**config.mk**
```make
export PLATFORM = sky130hd
export DESIGN_NAME = cart_item_store
export DESIGN_NICKNAME = d
export VERILOG_FILES = /design/src/rtl/cart_item_store.sv
export SDC_FILE = /design/constraint.sdc
export NUM_CORES = 2
export LEC_CHECK = 0
export ABC_AREA = 0
export BUFFER_PORTS_ARGS = -buffer_cell sky130_fd_sc_hd__buf_2
export CORE_MARGIN = 5
export CORE_UTILIZATION = 43
export CTS_CLUSTER_DIAMETER = 150
export CTS_CLUSTER_SIZE = 24
export DETAILED_ROUTE_END_ITERATION = 8
export MAX_ROUTING_LAYER = met4
export SYNTH_ARGS = -nofsm -noshare
export SYNTH_HDL_FRONTEND = slang
export SYNTH_SLANG_ARGS = --single-unit
```
**constraint.sdc**
```tcl
create_clock -name clk -period 13.05 [get_ports clk]
set_input_delay 0.6525 -clock clk [delete_from_list [all_inputs] [get_ports clk]]
set_output_delay 0.6525 -clock clk [all_outputs]
set_load 0.1 [all_outputs]
```
**src/rtl/cart_item_store.sv**
```systemverilog
module cart_item_store #(
  parameter int DEPTH = 100,
  parameter int IDW = 8
) (
  input  logic clk,
  input  logic rst_n,
  input  logic add_req,
  input  logic remove_req,
  input  logic list_req,
  input  logic clear_req,
  input  logic [IDW-1:0] item_id,
  output logic busy,
  output logic done,
  output logic found,
  output logic full,
  output logic add_err,
  output logic [$clog2(DEPTH)-1:0] slot_addr,
  output logic list_valid,
  output logic [IDW-1:0] list_id
);
  localparam int AW = $clog2(DEPTH);
  localparam logic [AW-1:0] LAST = AW'(DEPTH - 1);

  typedef enum logic [1:0] {S_IDLE, S_SEARCH, S_LIST} st_t;

  st_t st;
  logic [IDW-1:0] mem [DEPTH];
  logic [AW-1:0] stk [DEPTH];
  logic [AW-1:0] wr_ptr, sp, idx, addr_q;
  logic [IDW-1:0] key;
  logic stk_empty;

  wire idle = (st == S_IDLE);
  wire hit = (mem[idx] == key);
  wire at_last = (idx == LAST);
  wire [AW-1:0] push_at = stk_empty ? '0 : sp + 1'b1;

  assign full = (wr_ptr == LAST);
  assign busy = !idle;
  assign list_valid = (st == S_LIST);
  assign list_id = list_valid ? mem[idx] : '0;
  assign slot_addr = list_valid ? idx : addr_q;

  always_ff @(posedge clk) begin
    if (st == S_SEARCH && hit) stk[push_at] <= idx;
  end

  always_ff @(posedge clk or negedge rst_n) begin
    if (!rst_n) begin
      st <= S_IDLE;
      wr_ptr <= '0;
      sp <= '0;
      idx <= '0;
      addr_q <= '0;
      key <= '0;
      stk_empty <= 1'b1;
      done <= 1'b0;
      found <= 1'b0;
      add_err <= 1'b0;
      for (int i = 0; i < DEPTH; i++) mem[i] <= '0;
    end else begin
      done <= 1'b0;
      found <= 1'b0;
      add_err <= 1'b0;
      case (st)
        S_IDLE: begin
          if (clear_req) begin
            for (int i = 0; i < DEPTH; i++) mem[i] <= '0;
            wr_ptr <= '0;
            sp <= '0;
            stk_empty <= 1'b1;
            done <= 1'b1;
          end else if (remove_req) begin
            if (item_id == '0) begin
              done <= 1'b1;
            end else begin
              key <= item_id;
              idx <= '0;
              st <= S_SEARCH;
            end
          end else if (list_req) begin
            idx <= '0;
            st <= S_LIST;
          end else if (add_req) begin
            if (item_id == '0) begin
              add_err <= 1'b1;
            end else if (!full) begin
              mem[wr_ptr] <= item_id;
              addr_q <= wr_ptr;
              wr_ptr <= wr_ptr + 1'b1;
              done <= 1'b1;
            end else if (!stk_empty) begin
              mem[stk[sp]] <= item_id;
              addr_q <= stk[sp];
              if (sp == '0) stk_empty <= 1'b1;
              else sp <= sp - 1'b1;
              done <= 1'b1;
            end else begin
              add_err <= 1'b1;
            end
          end
        end
        S_SEARCH: begin
          if (hit) begin
            mem[idx] <= '0;
            addr_q <= idx;
            found <= 1'b1;
            done <= 1'b1;
            if (stk_empty) stk_empty <= 1'b0;
            else sp <= sp + 1'b1;
            st <= S_IDLE;
          end else if (at_last) begin
            done <= 1'b1;
            st <= S_IDLE;
          end else begin
            idx <= idx + 1'b1;
          end
        end
        S_LIST: begin
          if (at_last) begin
            done <= 1'b1;
            st <= S_IDLE;
          end else begin
            idx <= idx + 1'b1;
          end
        end
        default: st <= S_IDLE;
      endcase
    end
  end

  p_found_with_done_r6: assert property (@(posedge clk) disable iff (!rst_n)
    found |-> done);

  p_err_not_done_r5: assert property (@(posedge clk) disable iff (!rst_n)
    add_err |-> !done);

  p_full_sticks_r3: assert property (@(posedge clk) disable iff (!rst_n)
    (full && !(idle && clear_req)) |=> full);

  p_clear_empties_r10: assert property (@(posedge clk) disable iff (!rst_n)
    (idle && clear_req) |=> (!full && done && !busy));

  p_list_steps_r9: assert property (@(posedge clk) disable iff (!rst_n)
    (list_valid && $past(list_valid)) |-> (slot_addr == $past(slot_addr) + 1'b1));

  p_busy_no_err_r11: assert property (@(posedge clk) disable iff (!rst_n)
    busy |-> !add_err);
endmodule

```
==> metrics.md <==
| Metric | Value |
|---|---|
| DRC errors left | `0` |
| HP Class | `in -> async` |
| Hold Buf Count CTS | `0` |
| Setup Skew | `around 0.042 ns` |
| Clk sinks | `roughly 1500` |
| Worst path slowest cell | `nor3_1` |
| Slew @ Worst Pin | `1.43 ns` |
| Clock root cell | `clkbuf_16` |
| Reg-to-reg slack, setup | `4.60 ns` |
| Post-cts resize count | `0` |
| RR Endpoint | `stk[74][6]` |
| Setup Total Neg Slack | `0 ns` |
| Netlist cell types | `99` |
| GRT Util Overall | `32.8%` |
| Layout cells sized above 1 | `11.7%` |
| Net Sw Frac | `between 40% and 50%` |
| Leak pwr | `26.1 nW` |
| Vias in the first global route | `53000` |
| Slew Limit Fails | `0` |
| Starting density of the core | `roughly 43%` |
| Drt first pass iters | `8` |
| # IOs | `35` |
| Rows | `149` |
| Period minus WS final | `8.45 ns` |
| Outcome | `finished with violations` |
| R2r startpoint | `idx[0]` |
| GP Congestion | `1.05` |
| Mapped Area | `0.0715 mm2` |
| PD cells | `~180 mW/mm2` |
| Synth top area share | `29.4%` |
| Sequential fraction of design power | `41.7%` |
| Internal | `7.62 mW` |
| Critical Path Max Stage Delay | `1.17 ns` |
| Inst Count DP | `7991` |
| Most frequent cells in the layout | `dfrtp_1, edfxtp_1, nand2_1` |
| Fill count | `15000` |
| Vias/cell | `6.87` |
| Most common cell after layout, fill and taps aside | `dfrtp_1` |
| Area Growth Syn to Fin | `6.29%` |
| Synth top area cells | `dfrtp_1, edfxtp_1, mux4_2, o2bb2ai_1, o21ai_0` |
| Number of max-cap violations | `0` |
| Yosys reg bits | `1542` |
| RSZ-0062 raised after global routing | `no` |
| Failing checks | `negative hold slack` |
| Synth Instances | `6084` |
| Crit-path max FO | `86` |
| Largest net degree at the start of global routing | `148` |
| Maximum vdd drop | `0.000140 V` |
| Critical path cell sequence | `buf_12 > and2_4 > buf_4 > a221oi_1 > nor3_1 > nor2_1 > a41oi_1 > a2111o_1 > xnor2_1 > nand4_1 > buf_4 > nor4_2 > nand4_1 > buf_4 > nor2_1` |
| Die Footprint | `0.175 mm2` |
| Post-synthesis sequential area ratio | `58.9%` |
| First-pass GRT wire length | `404000 um` |
| Most used DFF post-synth | `dfrtp_1` |
| Worst relative slew slack | `4.17%` |
| Post-route ant nets | `0` |
| Multi-input logic area | `0.0268 mm2` |
| Mean Syn Cell Area | `11.8 um2` |
| Synth warn | `0` |
| Later-pin clock latency in the skew report | `0.75 ns` |
| Total number of vias | `approximately 56000` |
| Fin crit share | `64.8%` |
| CTS tree | `done` |
| Final setup fails | `0` |
| R2R depth | `15` |
| Die width | `around 420 um` |
| Clock power frac | `19.8%` |
| Combinational share of power | `about two fifths` |
| Num CTS Buffers | `74` |
| Nets | `5902` |
| DR WL/cell | `35.1 um` |
| Cell taking the most area after synthesis | `dfrtp_1` |
| Most used cell, CP | `buf_4` |
| Global route total overflow | `0` |
| Psw | `5.91 mW` |
| Syn_nets | `6108` |
| Post-synth EDFFs | `700` |
| Final Non-Filler Cells | `8116` |
| Fin Hold WS | `-0.00771 ns` |
| Post-CTS Setup Bufs | `0` |
| Final Hold Violating Endpoints | `1` |
| CP endpoint kind | `flip-flop` |
| Post-synth ARST share | `between 50% and 60%` |
| Initial antenna violation count | `25` |
| Hpwl dp | `182000 um` |
| CTS H-Tree Depth | `3` |
| CP Launch Type | `flip-flop` |
| CTS clk-pin slew, worst paths | `roughly 0.10 ns` |
| Critical Path AT | `8.82 ns` |
| Core Box Area | `roughly 0.17 mm2` |
| Clock Path Buffers | `3` |
| Fmax | `between 0.1 and 0.15 GHz` |
| WP data required | `13.42 ns` |
| CP Class | `reg -> reg` |
| Port bufs | `34` |
| Initial DRC count | `8901` |
| Final WL | `285000 um` |
| Die height | `418 um` |
| Register area | `0.0421 mm2` |
cell families after synthesis:
kind of cell             synth area share (%)
buffers and inverters                    4.06
adder cells (fa/ha/maj)                 0.175
AO/OA/AOI/OAI                            19.1
XOR/XNOR                                0.172
AND/OR/NAND/NOR                          9.84
flip-flops                               58.9
multiplexers                             7.75
per-stage QoR:
step / total power [mW] / utilization [%] / cell area [um2] / setup slack, ns
after floorplan: 8.63 / - / 71500 / 7.55
after global placement: 10.7 / 44.7 / 73900 / 5.07
after detailed placement: 10.7 / 44.7 / 73900 / 5.09
after CTS: 13.3 / 46.0 / 75900 / 5.06
after global routing: 13.8 / 46.0 / 76000 / 4.70
final: 13.5 / 46.0 / 76000 / 4.60
per-layer routing:
metal	GRT usage (%)	wire, um	up-vias
met5	-	0	-
met4	16.0	16900	0
met3	10.2	37000	868
met2	44.7	118000	4000
met1	44.4	113000	28300
li1	-	-	22500
registers in the layout, indices dropped and copies added (netlist names):
| signal | flops |
|---|---|
| stk_empty | 1 |
| wr_ptr | 7 |
| addr_q | 7 |
| found | 1 |
| idx | 7 |
| mem | 800 |
| key | 8 |
| add_err | 1 |
| sp | 7 |
| st | 2 |
| stk | 700 |
| done | 1 |
area by class of cell:
| type | instances | share of cell area (%) |
|---|---|---|
| sequential | 1542 | 55.4 |
| clock buffer | 91 | 2.55 |
| timing repair buffer | 185 | 1.84 |
| multi-input combinational | 3851 | 35.2 |
| tap | 2189 | 3.60 |
| antenna | 28 | 0.0922 |
| clock inverter | 6 | 0.123 |
| inverter | 224 | 1.11 |
worst max path at each step:
stage | start | end | cells past startpoint
6_report | idx[0] | stk[74][6] | 15
2_1_floorplan | idx[0] | stk[75][0] | 13
3_5_place_dp | idx[0] | stk[74][1] | 15
4_1_cts | idx[0] | stk[74][6] | 15
3_3_place_gp | idx[0] | stk[90][4] | 14
5_1_grt | idx[0] | stk[66][2] | 16
synthesized netlist by cell type (15+ instances only):
| library cell | count |
|---|---|
| o22ai_1 | 101 |
| or4_1 | 16 |
| a22oi_1 | 150 |
| dfrtp_1 | 841 |
| buf_1 | 39 |
| buf_6 | 17 |
| a21oi_2 | 26 |
| nor4_1 | 20 |
| nor3_1 | 116 |
| and2_1 | 50 |
| clkbuf_1 | 308 |
| o21ai_0 | 479 |
| a31oi_1 | 19 |
| mux4_2 | 171 |
| nor2b_1 | 37 |
| nand2_1 | 622 |
| a22o_1 | 76 |
| nand3_1 | 67 |
| a221oi_1 | 116 |
| edfxtp_1 | 700 |
| buf_2 | 83 |
| a211oi_1 | 19 |
| buf_4 | 20 |
| mux2_2 | 48 |
| nor2_1 | 454 |
| o22ai_2 | 15 |
| o2bb2ai_1 | 363 |
| o221ai_1 | 15 |
| nand4_1 | 72 |
| inv_1 | 219 |
| a21oi_1 | 319 |
| o21ai_1 | 24 |
| nand2b_1 | 28 |
| mux2i_1 | 115 |
| a32o_1 | 21 |
| a22oi_2 | 34 |
| and3_1 | 16 |
power by group through the flow:
| stage | combinational, mW | clock [mW] | sequential, mW |
|---|---|---|---|
| global placement | 4.95 | 0 | 5.73 |
| floorplan | 3.07 | 0 | 5.56 |
| detailed placement | 4.97 | 0 | 5.73 |
| CTS | 4.98 | 2.70 | 5.63 |
| finish | 5.20 | 2.68 | 5.64 |
| global route | 5.27 | 2.87 | 5.67 |
critical path, delay by kind of cell (launching register included):
kind,cells,cell delay (ns)
buffers and inverters,4,2.12
XOR/XNOR,1,0.12
AO/OA/AOI/OAI,3,0.69
flip-flops,1,0.79
AND/OR/NAND/NOR,7,4.10
(Power assumes the default switching activity.)
